===== config.mk =====
export PLATFORM = sky130hd
export DESIGN_NAME = clk_mode_sel
export DESIGN_NICKNAME = d
export VERILOG_FILES = /design/src/rtl/clk_mode_pkg.sv /design/src/rtl/clkmode_ctrl.sv /design/src/rtl/clkmode_dp.sv /design/src/rtl/clk_mode_sel.sv
export SDC_FILE = /design/constraint.sdc
export NUM_CORES = 1
export LEC_CHECK = 0
export ABC_AREA = 1
export ABC_CLOCK_PERIOD_IN_PS = 1490
export BUFFER_PORTS_ARGS = -buffer_cell sky130_fd_sc_hd__buf_2
export CAP_MARGIN = 20
export CORE_AREA = 2 2 39 41
export CTS_BUF_LIST = sky130_fd_sc_hd__clkbuf_8
export DETAILED_ROUTE_END_ITERATION = 10
export DIE_AREA = 0 0 41 43
export GPL_TIMING_DRIVEN = 0
export PLACE_DENSITY = 0.67
export SYNTH_ARGS = -nofsm -noshare
export SYNTH_HDL_FRONTEND = slang
export SYNTH_SLANG_ARGS = --single-unit
export TNS_END_PERCENT = 20

===== constraint.sdc =====
create_clock -name clk -period 1.49 [get_ports clk]
set_input_delay 0.447 -clock clk [delete_from_list [all_inputs] [get_ports clk]]
set_output_delay 0.447 -clock clk [all_outputs]
set_load 0.005 [all_outputs]

===== src/rtl/clk_mode_pkg.sv =====
package clk_mode_pkg;

  localparam int REG_W    = 8;
  localparam int MODE_LSB = 6;
  localparam int STOP_BIT = 5;
  localparam int SUB_BIT  = 4;

  typedef enum logic [1:0] {
    MODE_HIGH = 2'b00,
    MODE_LOW  = 2'b01,
    MODE_MID  = 2'b10,
    MODE_RSVD = 2'b11
  } clk_mode_e;

  // control -> datapath
  typedef struct packed {
    clk_mode_e activeMode;
    logic      mainGate;
    logic      subGate;
  } ctrl_strobe_t;

endpackage


===== src/rtl/clkmode_ctrl.sv =====
module clkmode_ctrl
  import clk_mode_pkg::*;
(
  input  logic                clk,
  input  logic                rstN,
  input  logic                wrEn,
  input  logic [REG_W-1:0]    wrData,
  input  logic                periodEnd,
  output ctrl_strobe_t        strb,
  output logic                mainOscEn,
  output logic                subOscEn
);

  clk_mode_e targetQ, activeQ;
  logic      stopQ, subQ;

  clk_mode_e reqMode, newTarget;
  logic      reqStop, reqSub, reqMain, newSub, newStop;

  always_comb begin
    reqMode = clk_mode_e'(wrData[MODE_LSB +: 2]);
    reqStop = wrData[STOP_BIT];
    reqSub  = wrData[SUB_BIT];
    reqMain = (reqMode == MODE_HIGH) || (reqMode == MODE_MID);
    // sub enable may only drop when nothing depends on the sub source
    newSub  = reqSub || (targetQ == MODE_LOW) || (activeQ == MODE_LOW);
    if (reqMain && !(stopQ || reqStop))
      newTarget = reqMode;
    else if ((reqMode == MODE_LOW) && newSub)
      newTarget = MODE_LOW;
    else
      newTarget = targetQ;
    newStop = reqStop && (newTarget == MODE_LOW);
  end

  always_ff @(posedge clk or negedge rstN) begin
    if (!rstN) begin
      targetQ <= MODE_MID;
      activeQ <= MODE_MID;
      stopQ   <= 1'b0;
      subQ    <= 1'b0;
    end else begin
      if (wrEn) begin
        targetQ <= newTarget;
        stopQ   <= newStop;
        subQ    <= newSub;
      end
      if (periodEnd)
        activeQ <= targetQ;
    end
  end

  always_comb begin
    mainOscEn       = !(stopQ && (activeQ == MODE_LOW));
    subOscEn        = subQ || (activeQ == MODE_LOW);
    strb.activeMode = activeQ;
    strb.mainGate   = mainOscEn;
    strb.subGate    = subOscEn;
  end

endmodule


===== src/rtl/clkmode_dp.sv =====
module clkmode_dp
  import clk_mode_pkg::*;
#(
  parameter int DIV_MID  = 8,
  parameter int DIV_HIGH = 2,
  parameter int DIV_LOW  = 2
) (
  input  logic         clk,
  input  logic         rstN,
  input  logic         mainTick,
  input  logic         subTick,
  input  ctrl_strobe_t strb,
  output logic         periodEnd,
  output logic         sysClkEn
);

  localparam int DIV_MAX = (DIV_MID > DIV_HIGH) ?
                           ((DIV_MID > DIV_LOW) ? DIV_MID : DIV_LOW) :
                           ((DIV_HIGH > DIV_LOW) ? DIV_HIGH : DIV_LOW);
  localparam int CNT_W   = (DIV_MAX > 2) ? $clog2(DIV_MAX) : 1;

  localparam logic [CNT_W-1:0] LAST_MID  = CNT_W'(DIV_MID - 1);
  localparam logic [CNT_W-1:0] LAST_HIGH = CNT_W'(DIV_HIGH - 1);
  localparam logic [CNT_W-1:0] LAST_LOW  = CNT_W'(DIV_LOW - 1);

  logic [CNT_W-1:0] cntQ, lastCnt;
  logic             selTick, pulseQ;

  always_comb begin
    unique case (strb.activeMode)
      MODE_LOW:  begin selTick = subTick  && strb.subGate;  lastCnt = LAST_LOW;  end
      MODE_HIGH: begin selTick = mainTick && strb.mainGate; lastCnt = LAST_HIGH; end
      default:   begin selTick = mainTick && strb.mainGate; lastCnt = LAST_MID;  end
    endcase
    periodEnd = selTick && (cntQ == lastCnt);
  end

  always_ff @(posedge clk or negedge rstN) begin
    if (!rstN) begin
      cntQ   <= '0;
      pulseQ <= 1'b0;
    end else begin
      if (periodEnd)
        cntQ <= '0;
      else if (selTick)
        cntQ <= cntQ + 1'b1;
      pulseQ <= periodEnd;
    end
  end

  assign sysClkEn = pulseQ;

endmodule


===== src/rtl/clk_mode_sel.sv =====
module clk_mode_sel
  import clk_mode_pkg::*;
#(
  parameter int DIV_MID  = 8,
  parameter int DIV_HIGH = 2,
  parameter int DIV_LOW  = 2
) (
  input  logic             clk,
  input  logic             rstN,
  input  logic             wrEn,
  input  logic [REG_W-1:0] wrData,
  input  logic             mainTick,
  input  logic             subTick,
  output logic             mainOscEn,
  output logic             subOscEn,
  output logic             sysClkEn
);

  ctrl_strobe_t strb;
  logic         periodEnd;

  clkmode_ctrl u_ctrl (
    .clk       (clk),
    .rstN      (rstN),
    .wrEn      (wrEn),
    .wrData    (wrData),
    .periodEnd (periodEnd),
    .strb      (strb),
    .mainOscEn (mainOscEn),
    .subOscEn  (subOscEn)
  );

  clkmode_dp #(
    .DIV_MID  (DIV_MID),
    .DIV_HIGH (DIV_HIGH),
    .DIV_LOW  (DIV_LOW)
  ) u_dp (
    .clk       (clk),
    .rstN      (rstN),
    .mainTick  (mainTick),
    .subTick   (subTick),
    .strb      (strb),
    .periodEnd (periodEnd),
    .sysClkEn  (sysClkEn)
  );

endmodule


==> impl_metrics.env <==
export IMPL_n_antenna_cell=0
export IMPL_cp_data_required_time_ns=1.04
export IMPL_antenna_left=0
export IMPL_viasPerCell=4.632
export IMPL_max_freq_mhz=678.5
export IMPL_intPower_uw=821.9
export IMPL_min_period_over_period_pct=98.91
export IMPL_seqPwrFrac_pct=37.4
export IMPL_report_final_slew_viol_count=0
export IMPL_syn_to_final_growth_pct=30.99
export IMPL_wl_per_cell_um=9.789
export IMPL_grt_first_pass_wirelength_um=1593
export IMPL_nNetsFinal=94
export IMPL_ys_seq_area_share_pct=48.91
export IMPL_pwr_share_comb_pct=35.8
export IMPL_p_switching_uw=417.1
export IMPL_start_kind="flop"
export IMPL_dieArea_um2=1763
export IMPL_clk_pin_slew_worst_paths_ns=0.05
export IMPL_ys_types=20
export IMPL_yosys_register_bits=10
export IMPL_wl_um=930
export IMPL_cp_end_kind="output pin"
export IMPL_num_vias=440
export IMPL_cts_htree_levels=1
export IMPL_stdcell_count=95
export IMPL_crit_path_max_incr_delay_ns=0.54
export IMPL_dp_hpwl_um=697.6
export IMPL_rsz0062_at_grt="true"
export IMPL_gr_total_overflow=0
export IMPL_final_cell_mix="nand2_1, buf_2, dfrtp_1"
export IMPL_track_usage_pct=13.39
export IMPL_hold_violations=0
export IMPL_p_sw_share_pct=33.66
export IMPL_antenna_found_initial=0
export IMPL_clock_sinks=10
export IMPL_powerDensity_nw_per_um2=1830
export IMPL_setup_viol=0
export IMPL_cts_buffers=3
export IMPL_clkPwrFrac_pct=26.8
export IMPL_die_h_um=43
export IMPL_avgSynthCellArea_um2=8.612
export IMPL_drc=0
export IMPL_initial_core_util_pct=37.34
export IMPL_grt_pass1_vias=410
export IMPL_clock_latency_ns=0.23
export IMPL_finalSetupTns_ns=0
export IMPL_post_route_min_period_ns=1.474
export IMPL_rows=14
export IMPL_drtIter0Drc=6
export IMPL_p_leak_nw=0.3413
export IMPL_core_um2=1384
export IMPL_maxCapViolCount=0
export IMPL_synth_nets=74
export IMPL_crit_fanout=3
export IMPL_io_pins=16
export IMPL_min_path_type="in2async"
export IMPL_synthCells=60
export IMPL_die_x_um=41
export IMPL_critPathKind="reg2out"
export IMPL_cts_tree="done"
export IMPL_slew_headroom_pct=84.75
export IMPL_final_common_cell="nand2_1"
export IMPL_grt_start_max_net_pins=11
export IMPL_crit_arrival_ns=1.03
export IMPL_root_buffer="clkbuf_8"
export IMPL_tightest_slew_ns=0.2288
export IMPL_place_port_buffers=11
export IMPL_syn_area_um2=516.7
export IMPL_ir_drop_uv=581.7
export IMPL_status="completed"
export IMPL_gp_congestion=0.6983
export IMPL_clock_skew_ns=0.0002799
export IMPL_firstDrtPassIters=3
export IMPL_synth_warnings=0
export IMPL_clock_path_buffers=2
export IMPL_cts_resized_gates=0
export IMPL_path_cells="inv_2 > nand2_2 > nand2_1 > buf_2"
export IMPL_drive_gt1_share_pct=36.71
export IMPL_dp_cells=87
export IMPL_worst_path_max_delay_cell="dfstp_2"
-- metal layers --
metal  GRT usage (%)  vias to the layer above  wire length [um]
li1                -                      233                 -
met1           15.95                      197               382
met2           20.63                        8               492
met3           4.712                        2                51
met4           6.000                        0                 4
met5               0                        -                 0
-- what timing repair did --
action	4_1_cts	5_1_grt
cloned	0	0
setup endpoints to repair	1	1
hold buffers	0	0
buffers inserted	3	1
-- state kept, by name (all words and copies together), names as in the netlist --
register / cells
u_dp.cntQ: 3
u_ctrl.activeQ: 2
u_ctrl.targetQ: 2
u_ctrl.stopQ: 1
u_ctrl.subQ: 1
u_dp.sysClkEn: 1
-- worst max-delay path: cells and delay by family, from the launching register on --
| kind | cells | cell delay (ns) |
|---|---|---|
| flops | 1 | 0.54 |
| buf+inv | 2 | 0.16 |
| simple gates | 2 | 0.09 |
-- layout make-up --
type | instances | area, um2
repair buffers | 15 | 85.08
flip-flops and latches | 10 | 252.7
multi-input cells | 41 | 230.2
inverters | 9 | 33.78
clock buffers | 4 | 55.05
fillers | 141 | 706.9
well taps | 16 | 20.02
-- through the flow --
| stage | utilization (%) | instance area, um2 | power [mW] | hold WS (ns) | worst slack, ns |
|---|---|---|---|---|---|
| 2_1_floorplan | - | 516.7 | 0.7387 | 0.1514 | 0.3491 |
| 3_3_place_gp | 42.77 | 591.8 | 0.8243 | 0.3149 | 0.2124 |
| 3_5_place_dp | 42.77 | 591.8 | 0.8403 | 0.3208 | 0.2040 |
| 4_1_cts | 48.37 | 669.4 | 1.233 | 0.07259 | 0.004411 |
| 5_1_grt | 48.92 | 676.9 | 1.342 | 0.07761 | -0.03217 |
| 6_report | 48.92 | 676.9 | 1.239 | 0.06877 | 0.01621 |
-- power by group through the flow --
stage,combinational [mW],sequential (mW),clock (mW)
after global routing,0.505,0.479,0.358
after CTS,0.427,0.463,0.343
after detailed placement,0.369,0.471,0
after global placement,0.357,0.467,0
final,0.443,0.463,0.333
after floorplan,0.286,0.453,0
-- worst paths after layout --
check	from	to	slack (ns)	depth (start not counted)
worst max-delay path	u_ctrl.activeQ[1]	subOscEn	0.02	4
worst min-delay path	rstN	u_ctrl.activeQ[0]	0.07	1
worst max register to register	u_ctrl.activeQ[1]	u_dp.cntQ[1]	0.11	8
worst min register to register	u_ctrl.subQ	u_ctrl.subQ	0.51	2
max in group asynchronous	rstN	u_ctrl.targetQ[1]	1.17	1
min in group clk	wrEn	u_ctrl.targetQ[1]	0.44	2
-- cells in the mapped netlist, drive strengths merged --
master / count / area (um2)
nand3b: 1 / 7.510
inv: 7 / 26.28
ha: 1 / 12.51
dfstp: 2 / 52.55
xor2: 1 / 8.760
nand3: 8 / 52.55
o21bai: 1 / 7.510
clkinv: 2 / 7.510
o21ai: 7 / 38.78
nor3: 1 / 10.01
nor2: 4 / 15.01
nand2: 16 / 72.57
a21oi: 1 / 5.000
dfrtp: 8 / 200.2
-- kinds of logic after synthesis --
| logic type | share of synthesized area, % |
|---|---|
| AO/OA/AOI/OAI | 9.926 |
| XOR/XNOR | 1.695 |
| adder cells (fa/ha/maj) | 2.421 |
| buffers and inverters | 6.539 |
| flip-flops | 48.91 |
| AND/OR/NAND/NOR | 30.51 |
Note: power is estimated with default switching activity, not from simulation.
